<file path="src/rtl/irqmux_pkg.sv">
package irqmux_pkg;

  typedef enum logic [1:0] {
    RK_CTRL = 2'd0,
    RK_SEL  = 2'd1,
    RK_NONE = 2'd2
  } reg_kind_e;

  // Classify a word address: 0 is the control word, 1..n_line the selects.
  function automatic reg_kind_e classify(input int unsigned addr, input int unsigned n_line);
    if (addr == 0)           return RK_CTRL;
    else if (addr <= n_line) return RK_SEL;
    else                     return RK_NONE;
  endfunction

endpackage

</file>
<file path="src/rtl/irqmux_rst_sync.sv">
module irqmux_rst_sync (
  input  logic clk,
  input  logic rst_n,
  output logic rst_sync_n
);
  logic [1:0] stage_q;

  always_ff @(posedge clk or negedge rst_n) begin
    if (!rst_n) stage_q <= 2'b00;
    else        stage_q <= {stage_q[0], 1'b1};
  end

  assign rst_sync_n = stage_q[1];
endmodule

</file>
<file path="src/rtl/irqmux_regs.sv">
module irqmux_regs
  import irqmux_pkg::*;
#(
  parameter int N_LINE = 4,
  parameter int SEL_W  = 6,
  parameter int ADDR_W = 4,
  parameter int DATA_W = 32
) (
  input  logic                    clk,
  input  logic                    rst_n,
  input  logic                    reg_we,
  input  logic [ADDR_W-1:0]       reg_addr,
  input  logic [DATA_W-1:0]       reg_wdata,
  output logic [DATA_W-1:0]       reg_rdata,
  output logic                    soft_clr,
  output logic [N_LINE*SEL_W-1:0] sel_flat
);
  reg_kind_e kind;

  always_comb begin
    kind     = classify(int'(reg_addr), N_LINE);
    soft_clr = reg_we && (kind == RK_CTRL) && reg_wdata[0];
  end

  for (genvar i = 0; i < N_LINE; i++) begin : g_sel
    logic             hit;
    logic             sel_en;
    logic [SEL_W-1:0] sel_d;
    logic [SEL_W-1:0] sel_q;

    always_comb begin
      hit    = reg_we && (reg_addr == ADDR_W'(i + 1));
      sel_en = soft_clr || hit;
      sel_d  = soft_clr ? '0 : reg_wdata[SEL_W-1:0];
    end

    always_ff @(posedge clk or negedge rst_n) begin
      if (!rst_n)      sel_q <= '0;
      else if (sel_en) sel_q <= sel_d;
    end

    assign sel_flat[i*SEL_W +: SEL_W] = sel_q;

    // a write to this line's address lands in its select field
    a_r2_write_lands : assert property (@(posedge clk) disable iff (!rst_n)
      (reg_we && reg_addr == ADDR_W'(i + 1)) |=> (sel_q == $past(reg_wdata[SEL_W-1:0])));
  end

  always_comb begin
    reg_rdata = '0;
    if (kind == RK_SEL) begin
      for (int i = 0; i < N_LINE; i++) begin
        if (reg_addr == ADDR_W'(i + 1)) reg_rdata = DATA_W'(sel_flat[i*SEL_W +: SEL_W]);
      end
    end
  end

  // a clear pulse empties every select register
  a_r6_clear_all : assert property (@(posedge clk) disable iff (!rst_n)
    (reg_we && reg_addr == '0 && reg_wdata[0]) |=> (sel_flat == '0));

  // without a write strobe the selections hold
  a_r9_hold_idle : assert property (@(posedge clk) disable iff (!rst_n)
    !reg_we |=> $stable(sel_flat));
endmodule

</file>
<file path="src/rtl/irqmux_lane.sv">
module irqmux_lane #(
  parameter int N_SRC = 32,
  parameter int SEL_W = 6
) (
  input  logic             clk,
  input  logic             rst_n,
  input  logic             clr,
  input  logic [SEL_W-1:0] sel,
  input  logic [N_SRC-1:0] src,
  output logic             line
);
  logic pick;
  logic line_d;
  logic line_q;

  always_comb begin
    pick = 1'b0;
    for (int k = 0; k < N_SRC; k++) begin
      if (sel == SEL_W'(k + 1)) pick = src[k];
    end
    line_d = clr ? 1'b0 : pick;
  end

  always_ff @(posedge clk or negedge rst_n) begin
    if (!rst_n) line_q <= 1'b0;
    else        line_q <= line_d;
  end

  assign line = line_q;

  // an in-range select follows its input one edge later
  a_r3_follow_src : assert property (@(posedge clk) disable iff (!rst_n)
    (!clr && sel != '0 && sel <= SEL_W'(N_SRC))
      |=> (line == $past(|(src & (N_SRC'(1) << (sel - SEL_W'(1)))))));

  // select zero parks the line low
  a_r4_zero_default : assert property (@(posedge clk) disable iff (!rst_n)
    (sel == '0) |=> !line);

  // out-of-range select parks the line low
  a_r5_range_default : assert property (@(posedge clk) disable iff (!rst_n)
    (sel > SEL_W'(N_SRC)) |=> !line);
endmodule

</file>
<file path="src/rtl/irq_route_mux.sv">
module irq_route_mux #(
  parameter int N_SRC  = 32,
  parameter int N_LINE = 4,
  parameter int ADDR_W = 4,
  parameter int DATA_W = 32
) (
  input  logic              clk,
  input  logic              rst_n,
  input  logic              reg_we,
  input  logic [ADDR_W-1:0] reg_addr,
  input  logic [DATA_W-1:0] reg_wdata,
  output logic [DATA_W-1:0] reg_rdata,
  input  logic [N_SRC-1:0]  irq_src,
  output logic [N_LINE-1:0] irq_line
);
  localparam int SEL_W = $clog2(N_SRC + 1);

  logic                    rst_sync_n;
  logic                    soft_clr;
  logic [N_LINE*SEL_W-1:0] sel_flat;

  irqmux_rst_sync u_rst (
    .clk        (clk),
    .rst_n      (rst_n),
    .rst_sync_n (rst_sync_n)
  );

  irqmux_regs #(
    .N_LINE (N_LINE),
    .SEL_W  (SEL_W),
    .ADDR_W (ADDR_W),
    .DATA_W (DATA_W)
  ) u_regs (
    .clk       (clk),
    .rst_n     (rst_sync_n),
    .reg_we    (reg_we),
    .reg_addr  (reg_addr),
    .reg_wdata (reg_wdata),
    .reg_rdata (reg_rdata),
    .soft_clr  (soft_clr),
    .sel_flat  (sel_flat)
  );

  for (genvar i = 0; i < N_LINE; i++) begin : g_lane
    irqmux_lane #(
      .N_SRC (N_SRC),
      .SEL_W (SEL_W)
    ) u_lane (
      .clk   (clk),
      .rst_n (rst_sync_n),
      .clr   (soft_clr),
      .sel   (sel_flat[i*SEL_W +: SEL_W]),
      .src   (irq_src),
      .line  (irq_line[i])
    );
  end

  // a clear pulse drops every line at the same edge
  a_r6_lines_drop : assert property (@(posedge clk) disable iff (!rst_sync_n)
    soft_clr |=> (irq_line == '0));
endmodule

</file>
<file path="config.mk">
export PLATFORM = sky130hd
export DESIGN_NAME = irq_route_mux
export DESIGN_NICKNAME = d
export VERILOG_FILES = /design/src/rtl/irqmux_pkg.sv /design/src/rtl/irqmux_rst_sync.sv /design/src/rtl/irqmux_regs.sv /design/src/rtl/irqmux_lane.sv /design/src/rtl/irq_route_mux.sv
export SDC_FILE = /design/constraint.sdc
export NUM_CORES = 1
export LEC_CHECK = 0
export ABC_CLOCK_PERIOD_IN_PS = 3400
export BUFFER_PORTS_ARGS = -buffer_cell sky130_fd_sc_hd__buf_2
export CAP_MARGIN = 10
export CORE_MARGIN = 5
export CORE_UTILIZATION = 49
export CTS_CLUSTER_SIZE = 28
export DETAILED_ROUTE_END_ITERATION = 8
export PLACE_DENSITY = 0.86
export REMOVE_ABC_BUFFERS = 1
export SYNTH_ARGS = -nofsm -noshare
export SYNTH_HDL_FRONTEND = slang
export SYNTH_HIERARCHICAL = 1
export SYNTH_SLANG_ARGS = --single-unit
</file>
<file path="constraint.sdc">
create_clock -name clk -period 3.4 [get_ports clk]
set_input_delay 0.85 -clock clk [delete_from_list [all_inputs] [get_ports clk]]
set_output_delay 0.85 -clock clk [all_outputs]
set_load 0.1 [all_outputs]
</file>
==> impl_metrics.env <==
export IMPL_rrSetupSlack_ns=1.18
export IMPL_cts_resized=0
export IMPL_crit_path_end="reg_rdata[3]"
export IMPL_irDropWorstVdd_mv=0.3815
export IMPL_grt_start_max_net_pins=29
export IMPL_pre_cts_ws_ns=0.3536
export IMPL_worstSetupStartpointType="input port"
export IMPL_synth_distinct_cells=56
export IMPL_tightestPinTransition_ns=1.073
export IMPL_avgSynthCellArea_sq_um=7.720
export IMPL_reg2reg_depth=6
export IMPL_clock_latency_ns=0.28
export IMPL_ys_seq_area_frac=0.1969
export IMPL_worst_slack_ns=0.3156
export IMPL_setup_viol_count_final=0
export IMPL_r2r_start="u_regs/g_sel[2].sel_q[0]$_DFFE_PN0P_"
export IMPL_async_flop_share=1.000
export IMPL_grt_use_met1=0.3095
export IMPL_die_y_um=98.22
export IMPL_root_buffer="clkbuf_8"
export IMPL_cts_sinks=30
export IMPL_routabilityCongestion=1.007
export IMPL_diodes=0
export IMPL_r2r_end="g_lane[2].u_lane/line$_DFF_PN0_"
export IMPL_drtAntennaViolNets=0
export IMPL_holdCritPathClass="input port to asynchronous set/reset pin"
export IMPL_critical_path_class="input port to output port"
export IMPL_seq_power_share=0.275
export IMPL_placed_area_sq_um=4029
export IMPL_final_cell_mix="48 x buf_2, 46 x a21oi_1, 42 x o21ai_0"
export IMPL_critPathArrivalTime_ns=2.23
export IMPL_dpl_hpwl_um=8134
export IMPL_grt_use_met2=0.3471
export IMPL_via_count=4079
export IMPL_period_share=0.9072
export IMPL_busiest_layer="met2"
export IMPL_yosys_area_top_type="dfrtp_1"
export IMPL_overflow=0
export IMPL_max_slew_margin=0.2844
export IMPL_fin_crit_ns=3.084
export IMPL_worst_ep_required_time_ns=2.55
export IMPL_dieArea_sq_um=9647
export IMPL_clkPwrFrac=0.137
export IMPL_wire_per_inst_um=17.83
export IMPL_post_cts_setup_buffers=0
export IMPL_outcome="finished clean"
export IMPL_dr_pass1_iters=6
export IMPL_grt_use_met3=0.04071
export IMPL_fp_dieW_um=98.22
export IMPL_nets=593
export IMPL_leakagePower_nw=1.596
export IMPL_hold_buffers=0
export IMPL_report_final_slew_viol_count=0
export IMPL_viasPerCell=6.537
export IMPL_antenna_found_initial=0
export IMPL_syn2layout_area_growth_pct=7.710
export IMPL_startpoint="reg_addr[1]"
export IMPL_finClkSkew_ns=0.005660
export IMPL_ys_top_cells_by_area="dfrtp_1 20%, a21oi_1 6.0%, buf_4 5.5%"
export IMPL_timing_final_hold_violations=0
export IMPL_final_area_sq_um=4108
export IMPL_cts_buffers_inserted=5
export IMPL_core_area_sq_um=7647
export IMPL_max_freq_mhz=324.2
export IMPL_ys_ff_latch=30
export IMPL_synth_area_sq_um=3814
export IMPL_tritoncts="built"
export IMPL_syn_inst=494
export IMPL_yosys_most_used_dff="dfrtp_1"
export IMPL_dp_cells=617
export IMPL_std_cell_rows=32
export IMPL_initial_utilization=0.4987
export IMPL_endpoint_kind="output port"
export IMPL_route_detailed_drc=0
export IMPL_yosysWarnings=6
export IMPL_finalWirelength_um=11130
export IMPL_cts_max_path_buffers=2
export IMPL_mostFrequentLayoutCell="buf_2"
export IMPL_rsz0062_at_grt="false"
export IMPL_cap_violations=0
export IMPL_drive_above_1_share=0.2031
export IMPL_htree_levels=2
export IMPL_grt_pass1_vias=3714
export IMPL_synth_top_cell_area_share=0.1969
export IMPL_portBuffers=54
export IMPL_worstPathMaxFanout=22
export IMPL_net_switching_power_mw=1.002
export IMPL_switching_share=0.5202
export IMPL_power_density_nw_per_um2=468.7
export IMPL_internal_power_mw=0.9237
export IMPL_drt_initial_drc_count=576
export IMPL_synth_edf_count=0
export IMPL_fin_cells=624
export IMPL_pwr_share_comb=0.588
export IMPL_ios=107
export IMPL_clk_pin_slew_worst_paths_ns=0.06
export IMPL_fin_util=0.5371
export IMPL_track_usage=0.2280
export IMPL_grt_pass1_wl_um=18140
synth_stat cells, drive strengths merged (2+ instances only):
library cell  instances
conb                  2
o211ai                8
nor4b                 3
or3                   6
nand3b               10
nor2b                 8
o31ai                 6
a22oi                 9
nor3                 12
o22ai                 8
or3b                  3
inv                  14
a311oi                4
and3b                 2
buf                  62
a311o                 4
or4                   4
a221oi                8
or4b                  6
o211a                 4
a21o                  5
a21oi                46
mux4                  4
clkbuf                9
dfrtp                30
and2                  4
nor3b                26
a211oi                4
nor4                  4
mux2i                 9
o21ai                46
nand3                21
mux2                 16
nand2                36
a31oi                 4
nor2                 24
nand4                 5
o32ai                 4
a31o                  4
a41oi                 4
worst min path at each step:
stage | to | slack [ns] | cells past startpoint
2_1_floorplan | u_rst/stage_q[1]$_DFF_PN0_ | 0.33 | 0
3_3_place_gp | u_rst/stage_q[1]$_DFF_PN0_ | 0.34 | 0
3_5_place_dp | u_rst/stage_q[1]$_DFF_PN0_ | 0.34 | 0
4_1_cts | u_rst/stage_q[1]$_DFF_PN0_ | 0.34 | 1
5_1_grt | u_rst/stage_q[1]$_DFF_PN0_ | 0.32 | 1
6_report | u_rst/stage_q[1]$_DFF_PN0_ | 0.34 | 1
sequential cells by signal, summed over array words and instances (netlist names):
name and count:
u_rst/stage_q 2, u_regs/g_sel.sel_q 24, g_lane.u_lane/line 4
critical path: stages:
cell and delay [ns]:
buf_2 0.24, nor4b_4 0.42, a22oi_1 0.18, a21oi_1 0.32, buf_12 0.22
power by group through the flow:
stage          sequential, mW  combinational, mW  clock [mW]
2_1_floorplan           0.758              0.579           0
3_5_place_dp            0.532               1.11           0
6_report                0.530               1.13       0.263
5_1_grt                 0.544               1.22       0.288
4_1_cts                 0.526               1.12       0.268
3_3_place_gp            0.527               1.09           0
per-stage QoR:
| step | power, mW | hold slack [ns] | TNS (ns) |
|---|---|---|---|
| final | 1.925 | 0.3443 | 0 |
| after global routing | 2.051 | 0.3217 | 0 |
| after floorplan | 1.337 | 0.3312 | -1.598 |
| after detailed placement | 1.642 | 0.3372 | 0 |
| after global placement | 1.618 | 0.3425 | 0 |
| after CTS | 1.909 | 0.3355 | 0 |
routing by layer:
layer	up-vias	routed length, um
met3	49	1274
met2	314	5006
met1	1834	4458
met5	-	0
met4	0	386
li1	1882	-
logic make-up after synthesis:
| kind of cell | Yosys count | share of synthesized area |
|---|---|---|
| buffers and inverters | 85 | 0.1355 |
| flip-flops | 30 | 0.1969 |
| AND/OR/NAND/NOR | 177 | 0.2831 |
| other | 2 | 0.001969 |
| AO/OA/AOI/OAI | 171 | 0.2881 |
| multiplexers | 29 | 0.09449 |
cell type report:
type	instances	area, sq um
clock inverters	2	10.01
fillers	713	3540
inverters	14	52.55
well taps	102	127.6
multi-input cells	404	2640
clock buffers	5	68.82
repair buffers	67	457.9
flip-flops and latches	30	750.7
(Power assumes the default switching activity.)
